===== config.mk =====
export PLATFORM = sky130hd
export DESIGN_NAME = adc_seq
export DESIGN_NICKNAME = d
export VERILOG_FILES = /design/src/rtl/adc_seq.sv
export SDC_FILE = /design/constraint.sdc
export NUM_CORES = 1
export LEC_CHECK = 0
export CELL_PAD_IN_SITES_DETAIL_PLACEMENT = 1
export CELL_PAD_IN_SITES_GLOBAL_PLACEMENT = 1
export CORE_MARGIN = 2
export CORE_UTILIZATION = 50
export CTS_CLUSTER_SIZE = 25
export DETAILED_ROUTE_END_ITERATION = 12
export DONT_BUFFER_PORTS = 1
export PLACE_DENSITY_LB_ADDON = 0.1
export SKIP_LAST_GASP = 1
export SLEW_MARGIN = 20
export SYNTH_ARGS = -nofsm -noshare
export SYNTH_HDL_FRONTEND = slang
export SYNTH_SLANG_ARGS = --single-unit
export TNS_END_PERCENT = 50

===== constraint.sdc =====
create_clock -name clk -period 10.3 [get_ports clk]
set_clock_uncertainty 0.1 [all_clocks]
set_input_delay 2.06 -clock clk [delete_from_list [all_inputs] [get_ports clk]]
set_output_delay 2.06 -clock clk [all_outputs]
set_load 0.01 [all_outputs]

===== src/rtl/adc_seq.sv =====
module adc_seq #(
  parameter int LIST_DEPTH = 16,
  parameter int SAMP_DEPTH = 16,
  parameter int SAMP_W     = 12,
  parameter int HALF_MARK  = SAMP_DEPTH / 2
) (
  input  logic              clk,
  input  logic              rst_n,
  input  logic [1:0]        bus_addr,
  input  logic              bus_wr,
  input  logic              bus_rd,
  input  logic [15:0]       bus_wdata,
  output logic [15:0]       bus_rdata,
  input  logic              ext_trig,
  input  logic              scan_tick,
  output logic              cv_start,
  output logic [3:0]        cv_chan,
  output logic [1:0]        cv_gain,
  output logic              cv_unipolar,
  output logic              cv_diff,
  input  logic              cv_done,
  input  logic [SAMP_W-1:0] cv_data
);
  localparam int LAW = $clog2(LIST_DEPTH);
  localparam int SAW = $clog2(SAMP_DEPTH);

  logic [5:0] ctrl;
  logic en_samp, en_list, err, busy, ext_q;
  logic [7:0] cur;

  logic [7:0]        lmem [LIST_DEPTH];
  logic [LAW-1:0]    lhead, ltail;
  logic [LAW:0]      lcnt;
  logic [SAMP_W-1:0] smem [SAMP_DEPTH];
  logic [SAW-1:0]    shead, stail;
  logic [SAW:0]      scnt;

  wire unused_wbits = ^{bus_wdata[15:11], bus_wdata[8:6]};

  wire at_ctl  = bus_addr == 2'd0;
  wire at_en   = bus_addr == 2'd1;
  wire at_stat = bus_addr == 2'd2;
  wire at_data = bus_addr == 2'd3;

  wire ext_edge = ctrl[3] ? (ext_q & ~ext_trig) : (~ext_q & ext_trig);
  wire trig = !busy && (
                (ctrl[1:0] == 2'd1 && bus_rd && at_ctl) ||
                (ctrl[1:0] == 2'd2 && scan_tick) ||
                (ctrl[1:0] == 2'd3 && ext_edge));
  wire [7:0] desc = lmem[lhead];
  wire fire    = trig && en_list && lcnt != 0;
  wire bad     = desc[7] && (desc[3] || desc[6]);
  wire recycle = fire && ctrl[2];
  wire lpush   = bus_wr && at_data && en_list && !recycle && lcnt != (LAW+1)'(LIST_DEPTH);
  wire spush   = busy && cv_done && en_samp && scnt != (SAW+1)'(SAMP_DEPTH);
  wire spop    = bus_rd && at_data && en_samp && scnt != 0;

  assign {cv_diff, cv_unipolar, cv_gain, cv_chan} = cur;

  always_ff @(posedge clk) begin
    if (!rst_n) begin
      ctrl <= '0; en_samp <= 1'b0; en_list <= 1'b0; ext_q <= 1'b0;
    end else begin
      ext_q <= ext_trig;
      if (bus_wr && at_ctl) ctrl <= bus_wdata[5:0];
      if (bus_wr && at_en) {en_samp, en_list} <= bus_wdata[10:9];
    end
  end

  always_ff @(posedge clk) begin
    if (!rst_n) begin
      busy <= 1'b0; cv_start <= 1'b0; cur <= '0; err <= 1'b0;
    end else begin
      cv_start <= 1'b0;
      if (fire && !bad) begin
        busy <= 1'b1; cv_start <= 1'b1; cur <= desc;
      end else if (busy && cv_done) begin
        busy <= 1'b0;
      end
      if (fire && bad) err <= 1'b1;
      else if (bus_wr && at_stat) err <= 1'b0;
    end
  end

  always_ff @(posedge clk) begin
    if (!rst_n || !en_list) begin
      lhead <= '0; ltail <= '0; lcnt <= '0;
    end else begin
      if (fire) lhead <= (lhead == LAW'(LIST_DEPTH-1)) ? '0 : lhead + 1'b1;
      if (recycle || lpush) ltail <= (ltail == LAW'(LIST_DEPTH-1)) ? '0 : ltail + 1'b1;
      lcnt <= lcnt + (LAW+1)'(recycle || lpush) - (LAW+1)'(fire);
    end
  end

  always_ff @(posedge clk) begin
    if (recycle) lmem[ltail] <= desc;
    else if (lpush) lmem[ltail] <= bus_wdata[7:0];
  end

  always_ff @(posedge clk) begin
    if (!rst_n || !en_samp) begin
      shead <= '0; stail <= '0; scnt <= '0;
    end else begin
      if (spop) shead <= (shead == SAW'(SAMP_DEPTH-1)) ? '0 : shead + 1'b1;
      if (spush) stail <= (stail == SAW'(SAMP_DEPTH-1)) ? '0 : stail + 1'b1;
      scnt <= scnt + (SAW+1)'(spush) - (SAW+1)'(spop);
    end
  end

  always_ff @(posedge clk) if (spush) smem[stail] <= cv_data;

  always_comb begin
    case (bus_addr)
      2'd0:    bus_rdata = {10'b0, ctrl};
      2'd1:    bus_rdata = {5'b0, en_samp, en_list, 9'b0};
      2'd2:    bus_rdata = {10'b0, err, scnt == (SAW+1)'(SAMP_DEPTH),
                            scnt >= (SAW+1)'(HALF_MARK), scnt == 0,
                            lcnt == (LAW+1)'(LIST_DEPTH), busy};
      default: bus_rdata = (scnt != 0) ? 16'(smem[shead]) : 16'h0;
    endcase
  end

  assert_start_pulse_R3: assert property (@(posedge clk) disable iff (!rst_n)
    cv_start |=> !cv_start);
  assert_no_bad_start_R8: assert property (@(posedge clk) disable iff (!rst_n)
    cv_start |-> !(cv_diff && (cv_chan[3] || cv_unipolar)));
  assert_busy_until_done_R11: assert property (@(posedge clk) disable iff (!rst_n)
    (busy && !cv_done) |=> busy);
  assert_samp_bound_R9: assert property (@(posedge clk) disable iff (!rst_n)
    scnt <= (SAW+1)'(SAMP_DEPTH));
  assert_list_bound_R7: assert property (@(posedge clk) disable iff (!rst_n)
    lcnt <= (LAW+1)'(LIST_DEPTH));
  assert_flush_R10: assert property (@(posedge clk) disable iff (!rst_n)
    !en_samp |=> scnt == 0);
endmodule


==> metrics.yaml, run 1 <==
startpoint_type: "flip-flop"
dp_hpwl_um: 21800
r2r-start: "lcnt[2]$_SDFF_PP0_"
pwr-share-clk_pct: 45.9
synth_top_area_cell: "edfxtp_1"
place_ws_ns: 5.23
whs_endpoint: "ctrl[5]$_SDFFE_PN0P_"
power_switching_uw: 581
final_cell_mix: "edfxtp_1 (320), mux4_2 (92), dfxtp_1 (52)"
cts_buffer_depth: 3
routed_wl_um: 34600
cts_root_buf: "clkbuf_16"
slew_headroom_pct: 32.9
dp_cells: 1221
postCtsResizedCells: 0
cp-end-kind: "output pin"
initial_core_util_pct: 50.4
area_growth_pct: 10.7
setup_tns_ns: 0
grt_use_total_pct: 22.2
clk_latency_ns: 0.54
period_needed_ns: 5.49
hold_viol_final: 0
status: "completed"
antenna_cells: 0
viasPerCell: 5.97
grt_pass1_vias: 8284
core_um2: 30300
drv_cap: 0
cts_buffers: 39
post_cts.repair.setup_buffers: 0
cp.arrival_ns: 3.33
die_h_um: 179
postLayoutCoreUtil_pct: 55.8
firstDrtPassIters: 4
antenna_found_initial: 0
gp_congestion: 0.790
drt_iter0_markers: 597
die_area_um2: 32000
synth-seq-cells: 374
power_frac_seq_pct: 53.7
clk_pin_slew_ns: 0.06
finalSetupViolations: 0
crit_required_ns: 8.14
hold_class: "flip-flop to flip-flop"
power_density_nw_per_um2: 180
post-route-drc-count: 0
p_leak_uw: 0.00530
io_pins: 62
htree_levels: 2
cts.sinks: 374
critical_path_class: "flip-flop to output pin"
fin_cells: 1291
syn_inst: 855
timing.final.crit_share_pct: 53.3
dieWidth_um: 179
avgSynthCellArea_um2: 17.9
grt_max_degree: 37
rr_endpoint: "lcnt[4]$_SDFF_PP0_"
io_buffers: 0
seq_area_frac_synth_pct: 69.9
wl_per_cell_um: 26.8
min_from: "ctrl[5]$_SDFFE_PN0P_"
intPower_uw: 2470
grt_pass1_wl_um: 51500
path_max_fanout: 25
synth_warnings: 0
synth.distinct_cells: 65
rows: 64
synth_edf_count: 320
netlist_top_cells_area: "edfxtp_1 (63%), mux4_2 (14%), dfxtp_1 (7.1%)"
grt_overflow: 0
rsz0062_at_grt: "false"
syn_area_um2: 15300
whs_path_depth: 2
rr_worst_depth: 14
synth_ff_type: "edfxtp_1"
final_antenna_net_count: 0
ys_async_sr_fraction_pct: 0
cts_hold_buf: 0
drive_gt1_share_pct: 20.0
vias: 7713
synth_top_area_share_pct: 62.8
p_sw_share_pct: 19.1
layout_commonest_cell: "edfxtp_1"
share_comb_of_total_power_pct: 0.4
r2r_slack_ns: 6.47
cts_tree: "done"
finalMaxSlewViolations: 0
max_freq_mhz: 182
layout.nets: 929
irDropWorstVdd_mv: 0.163
finalWorstSetupSlack_ns: 4.81
worst_pin_slew_ns: 1.01
metrics by stage:
| step | area [um2] | total power, uW | hold slack (ns) |
|---|---|---|---|
| finish | 16900 | 3050 | 0.421 |
| global route | 16900 | 3130 | 0.474 |
| CTS | 16900 | 3070 | 0.424 |
| detailed placement | 15700 | 1680 | 0.414 |
| global placement | 15700 | 1680 | 0.384 |
| floorplan | 15300 | 1680 | 0.360 |
flip-flops by register name (all words and copies together) (netlist names), named ones only:
name and flops:
smem 192, lmem 128, cur 8, ctrl 6, lcnt 5, scnt 5, lhead 4, ltail 4
shead 4, stail 4, busy 1, cv_start 1, en_list 1, en_samp 1, err 1, ext_q 1
worst max path at each step:
stage / from / endpoint / slack [ns] / cells past startpoint
3_3_place_gp: flip-flop / bus_rdata[4] / 5.24 / 6
4_1_cts: flip-flop / bus_rdata[4] / 4.67 / 6
5_1_grt: flip-flop / bus_rdata[4] / 4.58 / 6
6_report: flip-flop / bus_rdata[4] / 4.81 / 6
2_1_floorplan: bus_addr[1] / bus_rdata[0] / 5.08 / 5
3_5_place_dp: bus_addr[1] / bus_rdata[10] / 5.23 / 4
metal layers:
layer | vias up | global-route usage [%] | wire, um | part of all wire (%)
met3 | 60 | 3.99 | 1550 | 4.5
li1 | 3410 | - | - | -
met4 | 0 | 7.15 | 908 | 2.6
met2 | 154 | 39.5 | 18300 | 53
met1 | 4089 | 27.7 | 13800 | 40
met5 | - | 0 | 0 | 0
power by group through the flow:
stage          Sequential [uW]  Combinational (uW)  Clock [uW]
4_1_cts                   1640                11.7        1420
2_1_floorplan             1670                12.3           0
3_3_place_gp              1670                11.1           0
5_1_grt                   1640                12.7        1480
3_5_place_dp              1670                11.7           0
6_report                  1640                11.5        1400
cell usage after synthesis (all sizes together) (14+ instances only):
library cell / n
ha: 24
inv: 28
and2: 37
and3: 14
edfxtp: 320
buf: 22
dfxtp: 54
nor2: 33
mux4: 92
nand2: 36
a21oi: 21
clkbuf: 20
nand3: 24
cell type report:
cell class | instances | area, um2
clock buffer | 49 | 1010
clock inverter | 21 | 250
fill | 2694 | 13400
inverter | 29 | 109
multi-input combinational | 413 | 4300
sequential | 374 | 10700
tap | 396 | 495
timing repair buffer | 9 | 67.6
worst max-delay path, stage by stage (launching register included):
cell	delay, ns
dfxtp_4	0.67
buf_4	0.52
mux4_2	0.56
mux4_2	0.51
nand2_1	0.15
o41ai_1	0.11
a22o_1	0.24
cell families after synthesis:
logic type	count (synthesis)	synth area share (%)
and+or+nand+nor	188	6.92
buffers and inverters	71	2.05
AOI/OAI and AO/OA	74	3.45
adders and majority gates	26	2.23
muxes	112	14.9
DFF	374	69.9
other	1	0.0245
xor gates and xnor gates	9	0.515
Note: power is estimated with default switching activity, not from simulation.
==> inputs of run 2 (changes only) <==
Clock period 10.3 ns to 5.5 ns, I/O delays scaled along.
==> metrics.yaml, run 2 (same netlist as run 1, synthesis figures left out) <==
clk_pin_slew_ns: 0.05  # about the same
htree_levels: 2  # unchanged
intPower_uw: 4470  # +81%
drt_iter0_markers: 503  # -16%
slowest_delay_ns: 0.90  # +0.23 ns
layout.nets: 930  # +0.11%
wl_per_cell_um: 26.9  # +0.52%
setup_tns_ns: 0  # unchanged
grt_use_total_pct: 22.6  # +0.41 points
dp_cells: 1221  # unchanged
io_buffers: 0  # unchanged
clk_latency_ns: 0.52  # -0.02 ns
gp_congestion: 0.798  # +1.0%
post-route-drc-count: 0  # unchanged
drv_cap: 0  # unchanged
cts_root_buf: "clkbuf_16"
cp.arrival_ns: 3.13  # -0.20 ns
slew_headroom_pct: 24.4  # -8.5 points
grt_overflow: 0  # unchanged
cts_hold_buf: 0  # unchanged
die_h_um: 179  # unchanged
viasPerCell: 5.97  # about the same
p_sw_share_pct: 19.1  # about the same
rr_worst_depth: 14  # unchanged
power_frac_seq_pct: 55.5  # +1.8 points
vias: 7725  # +0.16%
timing.final.crit_share_pct: 78.7
initial_core_util_pct: 50.4  # unchanged
core_um2: 30300  # unchanged
final_antenna_net_count: 0  # unchanged
die_area_um2: 32000  # unchanged
crit_required_ns: 4.30  # -3.84 ns
worst_pin_slew_ns: 1.13  # +0.121 ns
post_cts.repair.setup_buffers: 0  # unchanged
layout_commonest_cell: "edfxtp_1"
finalMaxSlewViolations: 0  # unchanged
cp_common_cell: "mux4_2"
status: "completed"
power_density_nw_per_um2: 328  # +82%
grt_pass1_vias: 8393  # +1.3%
max_freq_mhz: 231
final_cell_mix: "edfxtp_1 (320), mux4_2 (92), dfxtp_1 (52)"
share_comb_of_total_power_pct: 0.4  # about the same
finalWorstSetupSlack_ns: 1.17  # -3.64 ns
io_pins: 62  # unchanged
grt_util_met3_pct: 4.45  # +0.47 points
postLayoutCoreUtil_pct: 55.5  # -0.25 points
gr-max-usage-layer: "met2"
cts_buffers: 40  # +2.6%
grt_max_degree: 42  # +14%
hold_viol_final: 0  # unchanged
path_max_fanout: 41  # +64%
place_ws_ns: 1.38  # -3.86 ns
rsz0062_at_grt: "false"
dp_hpwl_um: 22500  # +3.2%
cts.sinks: 374  # unchanged
routed_wl_um: 34800  # +0.68%
cts_buffer_depth: 3  # unchanged
finalSetupViolations: 0  # unchanged
fin_cells: 1293  # +0.15%
area_growth_pct: 10.2
whs_path_depth: 2  # unchanged
grtUsageMet1_pct: 27.0  # -0.70 points
period_needed_ns: 4.33
cp-end-kind: "output pin"
antenna_found_initial: 0  # unchanged
p_leak_uw: 0.00527  # -0.58%
rows: 64  # unchanged
hold_class: "flip-flop to flip-flop"
postCtsResizedCells: 0  # unchanged
crit_chain: "mux4_2 -> mux4_2 -> nand2_1 -> o41ai_1 -> a22o_1"
startpoint_type: "flip-flop"
largest_reg_flops: 192  # unchanged
irDropWorstVdd_mv: 0.301  # +84%
pwr-share-clk_pct: 44.1  # -1.8 points
dieWidth_um: 179  # unchanged
largest_registers: "smem x192, lmem x128, cur x8"
met2_usage_pct: 40.0  # +0.50 points
antenna_cells: 0  # unchanged
whs_ns: 0.403  # -0.0178 ns
drive_gt1_share_pct: 19.2  # -0.82 points
power_switching_uw: 1050  # +81%
grt_pass1_wl_um: 52200  # +1.4%
critical_path_class: "flip-flop to output pin"
regMostFlops: "smem"
cts_tree: "done"
slowest_stage: "dfxtp_4"
firstDrtPassIters: 5  # +1
[run 2: cell count changes in the layout (fill, tap and decap cells not counted), sizes merged]
cell	previous run	this run
bufinv	5	0
clkbuf	49	54
clkinv	10	18
clkinvlp	4	1
inv	31	28
[run 2: through the flow]
| stage | total power, uW | area, um2 |
|---|---|---|
| global route | 5660 | 16900 |
| detailed placement | 3150 | 15700 |
| floorplan | 3150 | 15300 |
| global placement | 3150 | 15700 |
| CTS | 5570 | 16900 |
| finish | 5520 | 16900 |
[run 2: worst max-delay path: cells and delay by family, from the launching register on]
family | cells | cell delay, ns
flops | 1 | 0.90
compound gates | 2 | 0.40
mux | 2 | 1.09
simple gates | 1 | 0.20
[run 2: cell type report]
| type | count | area, um2 |
|---|---|---|
| clock inverters | 18 | 78.8 |
| inverters | 29 | 109 |
| clock buffers | 54 | 1100 |
| fillers | 2701 | 13500 |
| flip-flops and latches | 374 | 10700 |
| well taps | 396 | 495 |
| repair buffers | 9 | 67.6 |
| multi-input cells | 413 | 4310 |
[run 2: power by group through the flow]
stage | clock network (uW) | logic, uW | registers, uW
4_1_cts | 2480 | 21.6 | 3060
6_report | 2440 | 21.5 | 3060
3_5_place_dp | 0 | 21.5 | 3120
5_1_grt | 2570 | 23.9 | 3060
2_1_floorplan | 0 | 23.0 | 3120
3_3_place_gp | 0 | 20.8 | 3120
[run 2: path summary, 6_finish.rpt]
check	startpoint	end	slack (ns)
worst max register to register	lcnt[3]$_SDFF_PP0_	lcnt[4]$_SDFF_PP0_	1.66
worst min-delay path	ctrl[4]$_SDFFE_PN0P_	ctrl[4]$_SDFFE_PN0P_	0.40
worst min register to register	ctrl[4]$_SDFFE_PN0P_	ctrl[4]$_SDFFE_PN0P_	0.40
worst max-delay path	flip-flop	bus_rdata[4]	1.17
[run 2: layer usage]
layer | vias to the layer above | wire length (um)
met5 | - | 0
met4 | 0 | 1480
met3 | 94 | 1620
met2 | 189 | 18200
met1 | 4029 | 13500
li1 | 3413 | -
==> inputs of run 3 (changes only) <==
Clock period 5.5 ns to 3.7 ns, I/O delays scaled along.
==> metrics.yaml, run 3 (same netlist as run 1, synthesis figures left out) <==
htree_levels: 2  # unchanged
hold_viol_final: 0  # unchanged
final_cell_mix: "edfxtp_1 (320), mux4_2 (92), dfxtp_1 (52)"
gp_congestion: 0.775  # -2.8%
largest_reg_flops: 192  # unchanged
path_max_fanout: 7  # -83%
die_area_um2: 32000  # unchanged
layout.nets: 963  # +3.5%
post-route-drc-count: 0  # unchanged
startpoint_type: "flip-flop"
pwr-share-clk_pct: 46.7  # +2.6 points
timing.final.crit_share_pct: 94.3
wl_per_cell_um: 26.4  # -2.0%
slowest_delay_ns: 0.53  # -0.37 ns
area_growth_pct: 13.0
regMostFlops: "smem"
setup_tns_ns: 0  # unchanged
cts_tree: "done"
grt_use_total_pct: 22.7  # about the same
dp_cells: 1248  # +2.2%
cp-end-kind: "output pin"
io_buffers: 0  # unchanged
antenna_found_initial: 0  # unchanged
layout_commonest_cell: "edfxtp_1"
cp_common_cell: "mux4_2"
status: "completed"
cts.sinks: 374  # unchanged
critPathBufInv: 1  # +1
die_h_um: 179  # unchanged
critical_path_class: "flip-flop to output pin"
core_um2: 30300  # unchanged
grt_overflow: 0  # unchanged
initial_core_util_pct: 50.4  # unchanged
finalSetupViolations: 0  # unchanged
dieWidth_um: 179  # unchanged
clk_pin_slew_ns: 0.06  # about the same
final_antenna_net_count: 0  # unchanged
finalPower_uw: 8610  # +56%
power_switching_uw: 1580  # +51%
cp.arrival_ns: 2.65  # -0.48 ns
power_density_nw_per_um2: 498  # +52%
grt_pass1_vias: 8572  # +2.1%
grt_pass1_wl_um: 52500  # +0.49%
clk_latency_ns: 0.52  # about the same
cts_buffers: 39  # -2.5%
slew_headroom_pct: 41.4  # +17 points
drv_cap: 0  # unchanged
share_comb_of_total_power_pct: 0.4  # about the same
io_pins: 62  # unchanged
cts_buffer_depth: 3  # unchanged
hold_class: "input pin to flip-flop"
largest_registers: "smem x192, lmem x128, cur x8"
p_leak_uw: 0.00553  # +4.8%
max_freq_mhz: 287
vias: 7861  # +1.8%
finalMaxSlewViolations: 0  # unchanged
grt_max_degree: 33  # -21%
irDropWorstVdd_mv: 0.420  # +40%
p_sw_share_pct: 18.4  # -0.66 points
antenna_cells: 0  # unchanged
firstDrtPassIters: 5  # unchanged
intPower_uw: 7030  # +57%
cpLargestDelayFamily: "multiplexers"
worst_pin_slew_ns: 0.879  # -0.249 ns
drive_gt1_share_pct: 22.7  # +3.5 points
routed_wl_um: 35000  # +0.41%
crit_required_ns: 2.86  # -1.44 ns
drt_iter0_markers: 401  # -20%
period_needed_ns: 3.49
power_frac_seq_pct: 52.9  # -2.6 points
crit_chain: "buf_12 -> mux4_2 -> mux4_2 -> nand2_1 -> o41ai_1 -> a22o_1"
dp_hpwl_um: 22700  # +0.64%
slowest_stage: "mux4_2"
viasPerCell: 5.93  # -0.70%
fin_cells: 1325  # +2.5%
rsz0062_at_grt: "false"
cts_root_buf: "clkbuf_16"
rows: 64  # unchanged
## run 3: changes by cell type in the layout (fill, tap and decap cells not counted), sizes merged
cell    before  now
bufinv       0    7
buf          9   43
clkinv      18   12
clkbuf      54   50
inv         28   29
## run 3: cell type report
cell class / instances / area [um2]
fillers: 2687 / 13100
flip-flops and latches: 374 / 10700
multi-input cells: 413 / 4300
clock buffers: 50 / 1040
well taps: 396 / 495
repair buffers: 43 / 373
clock inverters: 20 / 273
inverters: 29 / 109
## run 3: path summary, 6_finish.rpt
| kind | start | endpoint | slack [ns] | cells after the start |
|---|---|---|---|---|
| setup / recovery | flip-flop | bus_rdata[4] | 0.21 | 6 |
| hold / removal | cv_data[11] | smem[9][11]$_DFFE_PP_ | 0.20 | 0 |
| setup reg to reg | lcnt[3]$_SDFF_PP0_ | lcnt[4]$_SDFF_PP0_ | 0.47 | 15 |
| hold reg to reg | ctrl[4]$_SDFFE_PN0P_ | ctrl[4]$_SDFFE_PN0P_ | 0.42 | 2 |
## run 3: metrics by stage
| stage | setup slack [ns] | util (%) | area (um2) | hold WS, ns |
|---|---|---|---|---|
| after global placement | 0.462 | 52.4 | 15900 | 0.393 |
| after CTS | 0.0305 | 56.7 | 17200 | 0.187 |
| after global routing | 0.156 | 57.0 | 17300 | 0.187 |
| final | 0.210 | 57.0 | 17300 | 0.202 |
| after detailed placement | 0.429 | 52.4 | 15900 | 0.407 |
| after floorplan | 0.334 | - | 15300 | 0.360 |
## run 3: power groups by stage
stage	logic [uW]	registers, uW	clock network (uW)
5_1_grt	35.5	4550	4250
3_5_place_dp	32.4	4640	0
3_3_place_gp	31.2	4640	0
4_1_cts	32.4	4550	4100
6_report	32.3	4560	4030
2_1_floorplan	34.2	4640	0
## run 3: timing repair
item	in CTS	in global routing
setup buffers	0	7
hold buffers	0	0
setup endpoints to repair	0	3
gates resized for setup	0	0
## run 3: metal layers
metal | vias up | wire (um) | global-route usage (%) | share of wire, %
li1 | 3479 | - | - | -
met1 | 4110 | 13400 | 27.0 | 38
met2 | 189 | 18600 | 40.6 | 53
met3 | 83 | 1730 | 4.39 | 5.0
met4 | 0 | 1260 | 8.77 | 3.6
met5 | - | 0 | 0 | 0
